File: src/rtl/hrs_pkg.sv
// Package: shared types and the ratio derivation for the header ratio selector.
// Assumes: ratio codes are a 2-bit log2 of the clock-to-data ratio.
package hrs_pkg;

    typedef enum logic [1:0] {
        RATIO_X1 = 2'd0,
        RATIO_X2 = 2'd1,
        RATIO_X4 = 2'd2,
        RATIO_X8 = 2'd3
    } ratio_e;

    typedef enum logic [1:0] {
        PH_IDLE = 2'd0,
        PH_HDR  = 2'd1,
        PH_HELD = 2'd2
    } phase_e;

    // Ratio for the given flags. The wide bus doubles any ratio above x1.
    function automatic ratio_e derive_ratio(input logic enc, input logic cmp,
                                            input logic wide);
        logic [1:0] code;
        if (cmp)      code = 2'd2;
        else if (enc) code = 2'd1;
        else          code = 2'd0;
        if (wide && (code != 2'd0)) code = code + 2'd1;
        return ratio_e'(code);
    endfunction

endpackage

File: src/rtl/hrs_word_counter.sv
// Module: saturating word index for the stream header.
// Does: counts accepted words from 0 and stops at LAST_IDX. It flags the
//       two header positions that the capture logic needs.
// Assumes: MARK_IDX < LAST_IDX, and clear_i has priority over count_en_i.
module hrs_word_counter #(
    parameter int MARK_IDX = 69,
    parameter int LAST_IDX = 229,
    localparam int IDX_W   = $clog2(LAST_IDX + 1)
) (
    input  logic             clk,
    input  logic             rst_n,
    input  logic             clear_i,
    input  logic             count_en_i,
    output logic [IDX_W-1:0] idx_o,
    output logic             at_mark_o,
    output logic             at_last_o
);

    localparam logic [IDX_W-1:0] MARK_V = IDX_W'(MARK_IDX);
    localparam logic [IDX_W-1:0] LAST_V = IDX_W'(LAST_IDX);

    logic [IDX_W-1:0] idx_q;

    // Advance the index on each accepted word and hold it at the last position.
    always_ff @(posedge clk) begin
        if (!rst_n || clear_i) begin
            idx_q <= '0;
        end else if (count_en_i && (idx_q != LAST_V)) begin
            idx_q <= idx_q + IDX_W'(1);
        end
    end

    assign idx_o     = idx_q;
    assign at_mark_o = (idx_q == MARK_V);
    assign at_last_o = (idx_q == LAST_V);

    a_r12_idx_bound: assert property (@(posedge clk) disable iff (!rst_n)
        idx_q <= LAST_V);

    a_r9_clear_zero: assert property (@(posedge clk) disable iff (!rst_n)
        clear_i |=> (idx_q == '0));

    a_r12_step: assert property (@(posedge clk) disable iff (!rst_n)
        (count_en_i && !clear_i && (idx_q != LAST_V)) |=>
            (idx_q == $past(idx_q) + IDX_W'(1)));

    a_r12_no_count_idle: assert property (@(posedge clk) disable iff (!rst_n)
        (!count_en_i && !clear_i) |=> $stable(idx_q));

endmodule

File: src/rtl/hrs_flag_capture.sv
// Module: header flag extraction.
// Does: latches the encryption flag from the marked word. It presents the
//       compression flag of the current word combinationally, so the final
//       decision can be taken on the accepting edge.
// Assumes: capture_i is high only for an accepted word at the marked index.
module hrs_flag_capture #(
    parameter int DATA_W  = 32,
    parameter int ENC_LSB = 2,
    parameter int ENC_MSB = 3,
    parameter int CMP_BIT = 1
) (
    input  logic              clk,
    input  logic              rst_n,
    input  logic              clear_i,
    input  logic              capture_i,
    input  logic [DATA_W-1:0] data_i,
    output logic              enc_o,
    output logic              cmp_o
);

    logic enc_q;

    // Latch the encryption indication from the marked word.
    always_ff @(posedge clk) begin
        if (!rst_n || clear_i) begin
            enc_q <= 1'b0;
        end else if (capture_i) begin
            enc_q <= |data_i[ENC_MSB:ENC_LSB];
        end
    end

    assign enc_o = enc_q;
    // A low compression bit means the stream is compressed.
    assign cmp_o = ~data_i[CMP_BIT];

    wire unused_ok = &{1'b0, data_i};

    a_r2_enc_hold: assert property (@(posedge clk) disable iff (!rst_n)
        (!clear_i && !capture_i) |=> $stable(enc_q));

    a_r9_enc_clear: assert property (@(posedge clk) disable iff (!rst_n)
        clear_i |=> !enc_q);

endmodule

File: src/rtl/hrs_ratio_encode.sv
// Module: ratio code derivation.
// Does: maps the encryption flag, the compression flag and the width to a
//       ratio code.
// Assumes: purely combinational, and the caller registers the result.
module hrs_ratio_encode
    import hrs_pkg::*;
(
    input  logic   enc_i,
    input  logic   cmp_i,
    input  logic   wide_i,
    output ratio_e ratio_o
);

    // Select the ratio from the flags and the width.
    always_comb begin
        ratio_o = derive_ratio(enc_i, cmp_i, wide_i);
    end

endmodule

File: src/rtl/hdr_ratio_sel.sv
// Module: configuration stream header ratio selector (top).
// Does: arms on start_i, counts stream words, captures the header flags at
//       fixed indices and reports the ratio code with a done pulse. It
//       reports an early stream end with an error pulse.
// Assumes: one word per cycle at most, and start_i is not asserted while the
//          block is held in reset.
module hdr_ratio_sel
    import hrs_pkg::*;
#(
    parameter int DATA_W   = 32,
    parameter int ENC_IDX  = 69,
    parameter int CMP_IDX  = 229,
    parameter int ENC_LSB  = 2,
    parameter int ENC_MSB  = 3,
    parameter int CMP_BIT  = 1,
    localparam int IDX_W   = $clog2(CMP_IDX + 1)
) (
    input  logic              clk,
    input  logic              rst_n,
    input  logic              start_i,
    input  logic              width32_i,
    input  logic              word_valid_i,
    input  logic [DATA_W-1:0] word_data_i,
    input  logic              stream_end_i,
    output logic [1:0]        ratio_o,
    output logic              done_o,
    output logic              error_o
);

    phase_e           phase_q;
    logic             wide_q;
    ratio_e           ratio_q;
    logic             done_q;
    logic             err_q;

    logic             count_en;
    logic [IDX_W-1:0] idx;
    logic             at_mark;
    logic             at_last;
    logic             enc_flag;
    logic             cmp_flag;
    ratio_e           ratio_next;
    logic             hdr_accept;

    // Words count only while the header is being collected and no restart is pending.
    assign count_en   = word_valid_i && (phase_q == PH_HDR) && !start_i;
    assign hdr_accept = count_en && at_last;

    hrs_word_counter #(
        .MARK_IDX (ENC_IDX),
        .LAST_IDX (CMP_IDX)
    ) u_cnt (
        .clk        (clk),
        .rst_n      (rst_n),
        .clear_i    (start_i),
        .count_en_i (count_en),
        .idx_o      (idx),
        .at_mark_o  (at_mark),
        .at_last_o  (at_last)
    );

    hrs_flag_capture #(
        .DATA_W  (DATA_W),
        .ENC_LSB (ENC_LSB),
        .ENC_MSB (ENC_MSB),
        .CMP_BIT (CMP_BIT)
    ) u_flags (
        .clk       (clk),
        .rst_n     (rst_n),
        .clear_i   (start_i),
        .capture_i (count_en && at_mark),
        .data_i    (word_data_i),
        .enc_o     (enc_flag),
        .cmp_o     (cmp_flag)
    );

    hrs_ratio_encode u_enc (
        .enc_i   (enc_flag),
        .cmp_i   (cmp_flag),
        .wide_i  (wide_q),
        .ratio_o (ratio_next)
    );

    wire unused_idx = &{1'b0, idx};

    // Sequence the phases and register the ratio, done and error outputs.
    always_ff @(posedge clk) begin
        if (!rst_n) begin
            phase_q <= PH_IDLE;
            wide_q  <= 1'b0;
            ratio_q <= RATIO_X1;
            done_q  <= 1'b0;
            err_q   <= 1'b0;
        end else begin
            done_q <= 1'b0;
            err_q  <= 1'b0;
            if (start_i) begin
                phase_q <= PH_HDR;
                wide_q  <= width32_i;
                ratio_q <= RATIO_X1;
            end else begin
                case (phase_q)
                    PH_HDR: begin
                        if (hdr_accept) begin
                            phase_q <= PH_HELD;
                            ratio_q <= ratio_next;
                            done_q  <= 1'b1;
                        end else if (stream_end_i) begin
                            phase_q <= PH_IDLE;
                            err_q   <= 1'b1;
                        end
                    end
                    default: begin
                        phase_q <= phase_q;
                    end
                endcase
            end
        end
    end

    assign ratio_o = ratio_q;
    assign done_o  = done_q;
    assign error_o = err_q;

    a_r7_done_single: assert property (@(posedge clk) disable iff (!rst_n)
        done_o |=> !done_o);

    a_r8_done_err_excl: assert property (@(posedge clk) disable iff (!rst_n)
        !(done_o && error_o));

    a_r8_err_to_idle: assert property (@(posedge clk) disable iff (!rst_n)
        (error_o && !$past(start_i)) |-> (phase_q == PH_IDLE));

    a_r7_ratio_hold: assert property (@(posedge clk) disable iff (!rst_n)
        (!done_o && !$past(start_i)) |-> $stable(ratio_o));

    a_r6_wide_no_x2: assert property (@(posedge clk) disable iff (!rst_n)
        (done_o && wide_q) |-> (ratio_o != RATIO_X2));

    a_r5_narrow_no_x8: assert property (@(posedge clk) disable iff (!rst_n)
        (done_o && !wide_q) |-> (ratio_o != RATIO_X8));

    a_r11_held_quiet: assert property (@(posedge clk) disable iff (!rst_n)
        ((phase_q == PH_HELD) && !start_i) |=> (!done_o && !error_o));

endmodule

File: config.mk
export PLATFORM = sky130hd
export DESIGN_NAME = hdr_ratio_sel
export DESIGN_NICKNAME = d
export VERILOG_FILES = /design/src/rtl/hrs_pkg.sv /design/src/rtl/hrs_word_counter.sv /design/src/rtl/hrs_flag_capture.sv /design/src/rtl/hrs_ratio_encode.sv /design/src/rtl/hdr_ratio_sel.sv
export SDC_FILE = /design/constraint.sdc
export NUM_CORES = 1
export LEC_CHECK = 0
export BUFFER_PORTS_ARGS = -buffer_cell sky130_fd_sc_hd__buf_2
export CAP_MARGIN = 10
export CORE_MARGIN = 3
export CORE_UTILIZATION = 43
export CTS_BUF_LIST = sky130_fd_sc_hd__clkbuf_8 sky130_fd_sc_hd__clkbuf_16
export DETAILED_ROUTE_END_ITERATION = 16
export GPL_ROUTABILITY_DRIVEN = 0
export GPL_TIMING_DRIVEN = 0
export PLACE_DENSITY = 0.77
export SLEW_MARGIN = 20
export SYNTH_ARGS = -nofsm -noshare
export SYNTH_HDL_FRONTEND = slang
export SYNTH_HIERARCHICAL = 1
export SYNTH_SLANG_ARGS = --single-unit
export TNS_END_PERCENT = 20
File: constraint.sdc
create_clock -name clk -period 2.53 [get_ports clk]
set_clock_uncertainty 0.2 [all_clocks]
set_input_delay 0.1265 -clock clk [delete_from_list [all_inputs] [get_ports clk]]
set_output_delay 0.1265 -clock clk [all_outputs]
set_load 0.005 [all_outputs]
After elaboration in Yosys (flattened, before gate mapping) --
Index checks and enable logic that the tools add are counted. Widths: inputs -> output; s select.
Word-level totals: bits in registers 16, output and inout port bits 4
Operators by class: add/subtract/negate cells 2, eq/ne operators 4, multiplexer cells 9, bitwise logic cells 2, reduce and logical (&&, ||, !) cells 20
Operators with widths (number):
- $add 8x1->8 const B | 1
- $eq 8x7->1 const B | 1
- $eq 8x8->1 const B | 1
- $mux 2 | 4
- $ne 8x8->1 const B | 1
- $logic_and 1x1->1 | 6
- $reduce_and 2->1 | 3
- $reduce_bool 2->1 | 3
- $mux 1 | 5
- $reduce_or 2->1 | 2
- $reduce_or 4->1 | 1
- $reduce_bool 3->1 | 1
- $reduce_or 3->1 | 1
- $add 2x1->2 const B | 1
- $eq 2x1->1 const B | 1
- $logic_not 1->1 | 2
- $not 1->1 | 2
- $logic_or 1x1->1 | 1

Longest topological paths before layout --
depth in word-level cells 7, mapped depth 7, gate-level depth less buffers 7

By module --
Netlist, hierarchy kept.
By module, submodules not included:
- hrs_word_counter | instances 1, cells each 50, area an instance 432.9 sq um, seq. area each 160.2 sq um
- hdr_ratio_sel | instances 1, cells each 28, area an instance 290.3 sq um, seq. area each 140.1 sq um
- hrs_flag_capture | instances 1, cells each 6, area an instance 50.0 sq um, seq. area each 20.0 sq um
- hrs_ratio_encode | instances 1, cells each 4, area an instance 27.5 sq um, seq. area each 0.0 sq um

Worst setup path before layout --
OpenSTA, ideal clock, no wires.
path type flip-flop to flip-flop, start point register phase_q[1], end point register u_cnt.idx_q[7] (netlist: u_cnt/idx_o[7]), library setup time 0.070 ns, arrival 1.514 ns, path slack 0.746 ns, stages on the path, launching flop included 6, path buffers 0, path through dfxtp_1 nor3b_2 and2_2 nand4_2 or4_1 a21oi_1
Between the ends: word-level cells in the longest chain between the ends 4
Ends and longest elaborated chain:
- start: declaration | line hdr_ratio_sel.sv:30 | phase_e phase_q;
- start signal: assignment | line hdr_ratio_sel.sv:114 | phase_q <= phase_q;
- $eq 2x1->1 | line hdr_ratio_sel.sv:46 | assign count_en = word_valid_i && (phase_q == PH_HDR) && !start_i;
- $logic_and 1x1->1 (2 in a row) | line hdr_ratio_sel.sv:46
- named net count_en | line hdr_ratio_sel.sv:36 | logic count_en;
- $logic_and 1x1->1 | line hrs_word_counter.sv:28 | end else if (count_en_i && (idx_q != LAST_V)) begin
- end signal: assignment | line hrs_word_counter.sv:29 | idx_q <= idx_q + IDX_W'(1);
- end: declaration | line hrs_word_counter.sv:22 | logic [IDX_W-1:0] idx_q;
The timed path passes the listed nets, and every way through them passes these cells. A chain may end at the register's enable or synchronous reset.

Final worst setup path --
start point register u_cnt.idx_q[1] (netlist: u_cnt/idx_o[1]), end point register u_flags.enc_q (netlist: u_flags/enc_o)
Between the ends: word-level cells in the longest chain between the ends 2
Ends and longest elaborated chain:
- $eq 8x7->1 | line hrs_word_counter.sv:34 | assign at_mark_o = (idx_q == MARK_V);
- named net at_mark | line hdr_ratio_sel.sv:38 | logic at_mark;
- $logic_and 1x1->1 | line hdr_ratio_sel.sv:71 | .capture_i (count_en && at_mark),
- end signal: assignment | line hrs_flag_capture.sv:28 | enc_q <= |data_i[ENC_MSB:ENC_LSB];
- end: declaration | line hrs_flag_capture.sv:21 | logic enc_q;
The timed path passes the listed nets, and every way through them passes these cells.

==> results.md <==
* Status: complete, no violations
* Leading cell type in the layout, fill and taps excluded: dfxtp_1
* Crit path kind: flip-flop to flip-flop
* Crit path DAT at 2390 ps
* Vias in the first global route at 689
* Mapped Area at 801 sq um
* DR iter-0 viols at 7
* Ys flop type: dfxtp_1
* Clk sinks at 16
* Cell family with most CP delay: simple AND/OR/NAND/NOR gates
* Seq/Total Area, Yosys at 0.400
* Sequential Area at 322 sq um
* Total number of vias at 703
* Slowest cell on crit path: dlygate4sd3_1
* Top cell type's share of synthesized area at 0.400
* Setup TNS at 0 ps
* Wirelength per Cell at 12.1 um
* GR Util All Layers at 0.158
* Chip width at 49.2 um
* Clk root buf: clkbuf_8
* Worst path bufs/invs at 2
* RSZ-0062 raised after global routing: false
* Max-Cap Viols at 0
* Critical path launch point: u_cnt/idx_o[1]
* WHS Path Cells at 3
* PwrDens at 513 nW/um^2
* Reg2reg end: u_flags/enc_o
* Fraction of layout cells with a size suffix above 1 at 0.273
* Distinct cells, synth at 34
* Final setup viols at 0
* Largest area contributor in the netlist: dfxtp_1
* TritonCTS Buffers at 3
* Most frequent cells in the layout: 15 x dfxtp_1, 12 x nand2_1, 12 x buf_2, 7 x a21oi_1, 6 x dlygate4sd3_1
* Initial Util at 0.492
* Slew HR at 0.760
* Final ANT Viol Nets at 0
* CP cell instances: inv_1 > ha_1 > and4bb_2 > and3_1 > and3_2 > nor2_1 > a2111oi_2 > dlygate4sd3_1
* CTS tree: yes
* Placed Area at 891 sq um
* R2r startpoint: u_cnt/idx_o[1]
* Congestion Overflow GR at 0
* Area grow syn2layout at 25.8%
* Setup crit end kind: flip-flop
* HP Start: word_valid_i
* Final hold slack at 44.5 ps
* Final HPWL DP at 1130 um
* Initial antenna violation count at 0
* Non-filler cells, final at 134
* IO Count at 42
* F_max at 416 MHz
* Least-Margin Pin Slew at 357 ps
* Die height at 49.2 um
* Synth top area cells: dfxtp_1 40%, mux2i_1 6.3%, nand2_1 5.6%
* Core area at 1630 sq um
* Max-slew violations at 0
* Finished Core Util at 0.618
* Later-pin clock latency in the skew report at 250 ps
* Vias per inst at 5.25
* Hold Path End: done_o
* Row count at 14
* Router iterations before antenna repair at 4
* Multi-input combinational cell area at 465 sq um
* Mapped Cells at 88
* Avg Inst Size Synth at 9.10 sq um
* Port bufs at 12
* FFs w/ async S/R, synth at 0
* Crit path launch type: flip-flop
* ANT cells at 0
* Design area at 1010 sq um
* Synth Net Count at 128
* Synth warn at 6
* Crit Path Max Fanout at 6
* Final period utilization at 0.949
* Yosys reg bits at 16
* Reg2reg path depth at 8
* Filler cells at 144
* Reg clk slew, reported paths at 60 ps
* Peak supply drop at 371 uV
* Post-Place Worst Slack at 609 ps
* Hold Crit Class: primary input to flip-flop
* H-tree levels at 1
* Reg2reg setup slack at 130 ps
* Static Leak at 0.410 nW
* Final Critical Period at 2400 ps
* Post-synth EDFFs at 0
* CP peak stage delay at 580 ps
* First-pass GRT wire length at 3000 um
* Worst EP required at 2520 ps
* PnR worst setup slack at 129 ps
* Die ar. at 2420 sq um
* Largest net degree at the start of global routing at 10
* Final routed DRC violation total at 0
* Final #Nets at 151
* Pwr Total at 516 uW
* Dpl cells at 124
* Post-Route WL at 1630 um
* Fin. Hold Viols at 0
* Clock buffer depth at 2
## Yosys cell counts, drive strengths merged (2+ instances only)
library cell / instances
nand4: 3
or3: 2
nor2: 4
a21boi: 2
and2: 2
o21a: 2
inv: 4
nor3b: 2
nand2b: 4
mux2i: 5
o21ai: 4
ha: 2
nand2: 12
nand3: 2
nor2b: 2
dfxtp: 16
a21oi: 7
and3: 3
## kinds of logic after synthesis
family	after synthesis	synth area share
buffers and inverters	4	0.0187
muxes	5	0.0625
xor gates and xnor gates	1	0.0109
and+or+nand+nor	41	0.312
AOI/OAI and AO/OA	19	0.164
DFF	16	0.400
adders and majority gates	2	0.0312
## final cells by class
type,instances,area share
Tap cell,24,0.0298
Clock buffer,4,0.0547
Sequential cell,16,0.319
Multi-Input combinational cell,68,0.462
Timing Repair Buffer,18,0.119
Inverter,4,0.0149
## where the power goes
| part | leakage [nW] | total (mW) | switching (mW) | internal, mW |
|---|---|---|---|---|
| Sequential | 0.130 | 0.256 | 0.00184 | 0.255 |
| Combinational | 0.252 | 0.0354 | 0.0169 | 0.0185 |
| Clock | 0.0288 | 0.225 | 0.0866 | 0.138 |
## flip-flops by register name, indices dropped and copies added, names as in the netlist
register and count:
done_o 1, u_cnt/idx_o 8, ratio_o 2, wide_q 1
u_flags/enc_o 1, error_o 1, phase_q 2
## how the worst max path moves through the flow
stage	endpoint	slack, ps	cells after the start
2_1_floorplan	u_cnt/idx_o[7]	750	5
3_3_place_gp	u_cnt/idx_o[7]	640	5
3_5_place_dp	u_flags/enc_o	610	6
4_1_cts	u_flags/enc_o	80	7
5_1_grt	u_flags/enc_o	10	8
6_report	u_flags/enc_o	130	8
## worst reg2reg max path, delay by kind of cell (launching register included)
| kind | cells | cell delay [ps] |
|---|---|---|
| AOI/OAI and AO/OA | 1 | 320 |
| adders and majority gates | 1 | 140 |
| buffers and inverters | 2 | 650 |
| DFF | 1 | 350 |
| and+or+nand+nor | 4 | 690 |
## layer usage
layer | global-route usage | wire (um) | vias up
met5 | 0 | 0 | -
met4 | 0.0427 | 7 | 0
met3 | 0.0703 | 89 | 2
met2 | 0.252 | 788 | 15
met1 | 0.190 | 740 | 325
li1 | - | - | 361
## what timing repair did
action / 4_1_cts / 5_1_grt
setup endpoints to repair: 0 / 1
endpoints found under the hold margin: 5 / 0
buffers inserted: 0 / 0
hold buffers: 6 / 0
gates resized for setup: 0 / 1
Power figures use the tool's default switching activity.
